$ cat config.mk
export PLATFORM = sky130hd
export DESIGN_NAME = rd_strobe_gate
export DESIGN_NICKNAME = d
export VERILOG_FILES = /design/src/rtl/rsg_pkg.sv /design/src/rtl/rsg_tap_line.sv /design/src/rtl/rsg_lane.sv /design/src/rtl/rd_strobe_gate.sv
export SDC_FILE = /design/constraint.sdc
export NUM_CORES = 1
export LEC_CHECK = 0
export BUFFER_PORTS_ARGS = -buffer_cell sky130_fd_sc_hd__buf_4
export CAP_MARGIN = 20
export CORE_ASPECT_RATIO = 1.2
export CORE_MARGIN = 2
export CORE_UTILIZATION = 44
export DETAILED_ROUTE_END_ITERATION = 6
export GPL_ROUTABILITY_DRIVEN = 0
export SLEW_MARGIN = 20
export SYNTH_ARGS = -nofsm -noshare
export SYNTH_HDL_FRONTEND = slang
export SYNTH_HIERARCHICAL = 1
export SYNTH_SLANG_ARGS = --single-unit
$ cat constraint.sdc
create_clock -name clk -period 5.7 [get_ports clk]
set_input_delay 0.57 -clock clk [delete_from_list [all_inputs] [get_ports clk]]
set_output_delay 0.57 -clock clk [all_outputs]
set_load 0.005 [all_outputs]
$ cat src/rtl/rsg_pkg.sv
package rsg_pkg;

    typedef enum logic [1:0] {
        GS_IDLE  = 2'd0,
        GS_PRE   = 2'd1,
        GS_BURST = 2'd2
    } gate_st_t;

    // Burst length in beats (= clk cycles of burst) from the select code
    function automatic logic [3:0] burst_beats(input logic [1:0] sel);
        logic [3:0] b;
        case (sel)
            2'd0:    b = 4'd2;
            2'd1:    b = 4'd4;
            default: b = 4'd8;
        endcase
        return b;
    endfunction

endpackage

$ cat src/rtl/rsg_tap_line.sv
module rsg_tap_line #(
    parameter int DEPTH = 18
) (
    input  logic             clk,
    input  logic             rst_n,
    input  logic             kill,
    input  logic             push,
    output logic [DEPTH-1:0] line_o
);

    logic [DEPTH-1:0] line;

    always_ff @(posedge clk or negedge rst_n) begin
        if (!rst_n)
            line <= '0;
        else if (kill)
            line <= '0;
        else
            line <= {line[DEPTH-2:0], push};
    end

    assign line_o = line;

endmodule

$ cat src/rtl/rsg_lane.sv
module rsg_lane
    import rsg_pkg::*;
(
    input  logic       clk,
    input  logic       rst_n,
    input  logic       kill,
    input  logic       start,
    input  logic [3:0] beats,
    input  logic       dqs_i,
    output logic       gate_o,
    output logic       dqs_g_o,
    output logic       rise_o,
    output logic       fall_o,
    output logic       err_o
);

    gate_st_t   st, st_n;
    logic [3:0] cnt, cnt_n;
    logic       chain, chain_n;
    logic       fresh, fresh_n;
    logic       seen, seen_n;
    logic       viol;
    logic       prev_g;
    logic       err_q;

    // state register
    always_ff @(posedge clk or negedge rst_n) begin
        if (!rst_n) begin
            st     <= GS_IDLE;
            cnt    <= '0;
            chain  <= 1'b0;
            fresh  <= 1'b0;
            seen   <= 1'b0;
            prev_g <= 1'b0;
            err_q  <= 1'b0;
        end else begin
            st     <= st_n;
            cnt    <= cnt_n;
            chain  <= chain_n;
            fresh  <= fresh_n;
            seen   <= seen_n;
            prev_g <= dqs_g_o;
            err_q  <= viol & ~kill;
        end
    end

    // outputs
    always_comb begin
        gate_o  = (st != GS_IDLE) && !kill;
        dqs_g_o = gate_o & dqs_i;
        rise_o  = gate_o & dqs_i & ~prev_g;
        fall_o  = gate_o & ~dqs_i & prev_g;
        err_o   = err_q;
    end

    // next state
    always_comb begin
        st_n    = st;
        cnt_n   = cnt;
        chain_n = chain;
        fresh_n = fresh;
        seen_n  = seen;
        viol    = 1'b0;
        if (kill) begin
            st_n    = GS_IDLE;
            cnt_n   = '0;
            chain_n = 1'b0;
            fresh_n = 1'b0;
            seen_n  = 1'b0;
        end else begin
            unique case (st)
                GS_IDLE: begin
                    if (start) begin
                        st_n  = GS_PRE;
                        cnt_n = 4'd2;
                    end
                end
                GS_PRE: begin
                    viol = dqs_i;
                    if (start) chain_n = 1'b1;
                    if (cnt == 4'd1) begin
                        st_n    = GS_BURST;
                        cnt_n   = beats;
                        fresh_n = 1'b1;
                        seen_n  = 1'b0;
                    end else begin
                        cnt_n = cnt - 4'd1;
                    end
                end
                GS_BURST: begin
                    if (fresh && cnt == beats) seen_n = rise_o;
                    if (fresh && cnt == beats - 4'd1) begin
                        viol    = !(seen | rise_o);
                        fresh_n = 1'b0;
                    end
                    if (cnt == 4'd1) begin
                        if (chain) begin
                            cnt_n   = beats;
                            chain_n = 1'b0;
                            fresh_n = 1'b0;
                        end else if (start) begin
                            st_n  = GS_PRE;
                            cnt_n = 4'd2;
                        end else begin
                            st_n = GS_IDLE;
                        end
                    end else begin
                        cnt_n = cnt - 4'd1;
                        if (start) chain_n = 1'b1;
                    end
                end
                default: st_n = GS_IDLE;
            endcase
        end
    end

endmodule

$ cat src/rtl/rd_strobe_gate.sv
module rd_strobe_gate
    import rsg_pkg::*;
#(
    parameter int LANES   = 4,
    parameter int MAX_LAT = 8,
    parameter int LATW    = $clog2(MAX_LAT + 1)
) (
    input  logic               clk,
    input  logic               rst_n,
    input  logic               rd_cmd_i,
    input  logic               wr_cmd_i,
    input  logic [LATW-1:0]    rd_lat_i,
    input  logic [1:0]         burst_sel_i,
    input  logic [2*LANES-1:0] lane_ofs_i,
    input  logic [LANES-1:0]   dqs_i,
    output logic [LANES-1:0]   gate_o,
    output logic [LANES-1:0]   dqs_g_o,
    output logic [LANES-1:0]   rise_o,
    output logic [LANES-1:0]   fall_o,
    output logic [LANES-1:0]   err_o,
    output logic               dqs_oe_o
);

    localparam int DEPTH = 2 * MAX_LAT + 2;
    localparam int IDXW  = $clog2(DEPTH);

    logic [LATW-1:0]  lat_eff;
    logic [IDXW-1:0]  base_idx;
    logic [DEPTH-1:0] line;
    logic [3:0]       beats;
    logic             oe_q;

    always_comb begin
        if (rd_lat_i == '0)
            lat_eff = LATW'(1);
        else if (rd_lat_i > LATW'(MAX_LAT))
            lat_eff = LATW'(MAX_LAT);
        else
            lat_eff = rd_lat_i;
    end

    assign base_idx = IDXW'({lat_eff, 1'b0}) - IDXW'(2);
    assign beats    = burst_beats(burst_sel_i);

    rsg_tap_line #(.DEPTH(DEPTH)) u_line (
        .clk    (clk),
        .rst_n  (rst_n),
        .kill   (wr_cmd_i),
        .push   (rd_cmd_i & ~wr_cmd_i),
        .line_o (line)
    );

    for (genvar l = 0; l < LANES; l++) begin : g_lane
        logic [IDXW-1:0] tap_idx;
        assign tap_idx = base_idx + IDXW'(lane_ofs_i[2*l +: 2]);

        rsg_lane u_lane (
            .clk     (clk),
            .rst_n   (rst_n),
            .kill    (wr_cmd_i),
            .start   (line[tap_idx]),
            .beats   (beats),
            .dqs_i   (dqs_i[l]),
            .gate_o  (gate_o[l]),
            .dqs_g_o (dqs_g_o[l]),
            .rise_o  (rise_o[l]),
            .fall_o  (fall_o[l]),
            .err_o   (err_o[l])
        );
    end

    always_ff @(posedge clk or negedge rst_n) begin
        if (!rst_n)
            oe_q <= 1'b0;
        else if (wr_cmd_i)
            oe_q <= 1'b1;
        else if (rd_cmd_i)
            oe_q <= 1'b0;
    end

    assign dqs_oe_o = oe_q;

endmodule

==> metrics list <==
- Skew-Pair Late Insertion Delay: 330 ps
- Number of design rule violations left after detail routing: 0
- Share of final-layout standard cells stronger than drive strength 1: 0.170
* Overall die area: 0.0132 mm2
- Of the post-synthesis cell area, the dominant cell type holds 0.291.
- The critical path ends at g_lane[3].u_lane/st[1]$_DFFE_PN0P_.
- Counting both buffers and inverters, the worst setup path holds a total of 4.
* Number of buffers on the longest clock path: 2
- Count of final max-slew check failures: 0
- The count of buffers added on input and output ports is 42.
- Among all cell types in the netlist, the one instantiated most often is dfrtp_1.
* Final ANT Viol Nets: 0
* Total length of routed wires: 12.2 mm
- Global-route total usage across every layer: 0.195
- Max incr delay on CP: 520 ps
- The routed layout has 4335 vias.
* Fin Clk Skew: 8.64 ps
- From synthesis to final layout, the design area changed by 14.7%.
- Of all nets on the critical path, the largest fanout is 6.
- Pin slew with the least headroom to its limit: 823 ps
- Total Power Consumption: 1.98 mW
* Number of distinct library cells after synthesis: 75
- In the routed layout, each cell is associated on average with a via count of 5.52.
* Total setup buffers inserted after CTS: 0
- Detailed placement ended at an HPWL of 9.03 mm.
* CP top delay family: compound AO/OA/AOI/OAI gates
- Die span in x: 105 um
* Antenna violations before repair: 0
- Share of the yosys chip area belonging to registers: 0.291
- Kind of critical path: input pin to flop
- Beginning of the worst register-to-register path: u_line/line_o[0]$_DFF_PN0_
- The finished layout holds 786 standard cells, fillers aside.
* Worst min-delay path class: input pin to asynchronous set/reset pin
* Number of sinks on the clock net: 63
- For the worst setup path, the data arrival time is 4340 ps.
- Setup repair after global routing left no endpoint under its margin.
- During synthesis, Yosys emitted a total of 6 warnings.
- Maximum number of pins on one net before global-route repair: 79
- Buffers inserted to repair hold after CTS numbered 0.
- WP data required: 5880 ps
* Most repeated library cell on the critical path: inv_1
- The via count of the first global-routing pass came to 4315.
- Ant. Diodes: 0
- Core outline area: 0.0121 mm2
- Chip Height: 126 um
* Initial Utilization: 0.450
* Worst setup EP type: flop
- VDD sags by at most 0.172 mV.
- After technology mapping, the gate count stands at 574.
- TritonCTS built the clock tree.
- The critical path crosses 15 cells after its start point.
* Final setup viols: 0
* Result of the run: complete, no violations
- The first global-routing pass estimated 21.1 mm of wire.
- After the first detailed-routing iteration, the DRC count stood at 266.
* Average footprint of a synthesized cell: 9.45 um2
- Shortest period the worst path allows: 4160 ps
- The total overflow left after global routing is 0.
- Slew headroom: 0.451
* Post-Route Setup TNS: 0 ps
- Capture point of the worst reg-to-reg path: g_lane[2].u_lane/st[1]$_DFFE_PN0P_
- The clock tree synthesis step divided the H-tree into 3 levels.
- Final-layout worst hold slack: 326 ps
- Crit path from: rd_lat_i[1]
- In the synthesized netlist the dominant register cell turns out to be dfrtp_1.
- IO Pins: 43
- Clock transition at the register clock pins on the worst setup and hold paths after CTS: 50 ps
- Post-synthesis cell type with the largest combined area: dfrtp_1
* Number of cells on the worst reg-to-reg path: 8
- Post-DR wirelength/cell: 15.5 um
* Number of maximum-capacitance violations: 0
* Flip-flop and latch count after synthesis: 63
- Slowest cell on the critical path: a222oi_1
- Leakage dissipation: 2.77 nW
* Post-route clock period utilization: 0.729
- Number of buffers created by CTS: 9
- For this run, asynchronously set or reset flops after synthesis account for 1.00.
- Count of cells resized by post-cts repair: 0
- Walking the worst path, the cells encountered are buf_4 -> o21bai_1 -> and2b_1 -> inv_1 -> ha_1 -> inv_1 -> ha_1 -> xor3_1 -> or4_1 -> mux2i_1 -> a2bb2oi_1 -> inv_1 -> a222oi_1 -> mux2i_1 -> nor2_1.
- Most frequent cells after synthesis: dfrtp_1 (63), nand2_1 (46), ha_1 (38), inv_1 (38), nor2_1 (34)
- Initial DRT Pass Iterations: 5
- Clock tree synthesis selected as its root buffer the cell clkbuf_16.
* Placed instance count: 771
- Ratio of total power to cell area: 317 mW/mm2
- Crit start category: input pin
- The hold violation count in the final report is 0.
- Number of enable flip-flop cells after synthesis: 0
- Highest achievable clock rate: 241 MHz
- Setup slack, reg-to-reg: 3140 ps
* Floorplan row count: 44
- After synthesis, the cell types taking the most area are dfrtp_1 (29%), ha_1 (8.8%), mux4_2 (5.0%).
- After synthesis the cells add up to 0.00543 mm2.
* Final #Nets: 681
## cell type report
class	instances	area, um2
Sequential cell	63	1580
Fill cell	1089	5830
Multi-Input combinational cell	465	3630
Timing Repair Buffer	44	330
Clock inverter	3	90.1
Tap cell	161	201
Inverter	38	143
Clock buffer	12	256
## flip-flops by register name, indices dropped and copies added, names as in the netlist
signal and count:
g_lane.u_lane/chain 4, dqs_oe_o 1, g_lane.u_lane/prev_g 4, g_lane.u_lane/fresh 4, g_lane.u_lane/cnt 16, g_lane.u_lane/st 8, g_lane.u_lane/err_o 4, g_lane.u_lane/seen 4
u_line/line_o 18
## how the worst min path moves through the flow
stage	to	cells after the start
after global routing	g_lane[1].u_lane/st[1]$_DFFE_PN0P_	1
after CTS	g_lane[1].u_lane/st[0]$_DFFE_PN0P_	1
after detailed placement	dqs_oe_o$_DFFE_PN0P_	1
after floorplan	dqs_oe_o$_DFFE_PN0P_	0
after global placement	dqs_oe_o$_DFFE_PN0P_	1
final	g_lane[1].u_lane/cnt[0]$_DFFE_PN0P_	1
## kinds of logic (layout without fill, tap and decap cells)
family / Yosys count / after routing / share of synthesized area
other cells: 1 / 16 / 0.000691
fa+ha+maj: 38 / 38 / 0.0876
compound gates: 123 / 123 / 0.169
mux: 44 / 44 / 0.114
buf+inv: 61 / 97 / 0.0514
simple gates: 212 / 212 / 0.223
flops: 63 / 63 / 0.291
xor+xnor: 32 / 32 / 0.0634
## power breakdown
part	internal, mW	switching (mW)	total, mW
Combinational	0.343	0.416	0.760
Sequential	0.502	0.0761	0.578
Clock	0.448	0.190	0.638
Total	1.29	0.682	1.98
## worst register-to-register path, cell delays in order, from the launching register on
cell and delay [ps]:
dfrtp_1 440, mux4_2 280, mux2_2 140, o22ai_1 70
o22ai_1 540, inv_1 130, a222oi_1 530, mux2i_1 240
nor2_1 50
## layout by cell type, fill, tap and decap left out, drive strengths merged, types with 5 or more instances in the layout
cell type  netlist  final
a211oi           6      6
a21boi           5      5
a21o            10     10
a21oi           23     23
a221o            6      6
a32o             6      6
and2             9      9
and2b            8      8
buf             10     44
clkbuf          13     12
conb             1     16
dfrtp           63     63
ha              38     38
inv             38     38
mux2             9      9
mux2i           22     22
mux4            13     13
nand2           46     46
nand2b          10     10
nand3            6      6
nand3b           5      5
nor2            35     35
nor2b           28     28
nor3            22     22
nor3b            5      5
nor4             7      7
nor4b            8      8
o211ai           7      7
o21ai           15     15
o22ai            7      7
o31ai            8      8
xnor2           25     25
## stage by stage
| step | cell area, um2 | worst slack [ps] | utilization |
|---|---|---|---|
| finish | 6220 | 1540 | 0.516 |
| detailed placement | 5880 | 1180 | 0.488 |
| global route | 6220 | 1260 | 0.516 |
| CTS | 6220 | 1530 | 0.516 |
| floorplan | 5480 | 1750 | - |
| global placement | 5880 | 1330 | 0.488 |
## layer usage
| layer | up-vias | part of all wire | global-route usage |
|---|---|---|---|
| li1 | 2181 | - | - |
| met1 | 2098 | 0.47 | 0.258 |
| met2 | 50 | 0.49 | 0.323 |
| met3 | 6 | 0.027 | 0.0300 |
| met4 | 0 | 0.011 | 0.0745 |
| met5 | - | 0 | 0 |
No activity file was read; power rests on OpenSTA's default activity.
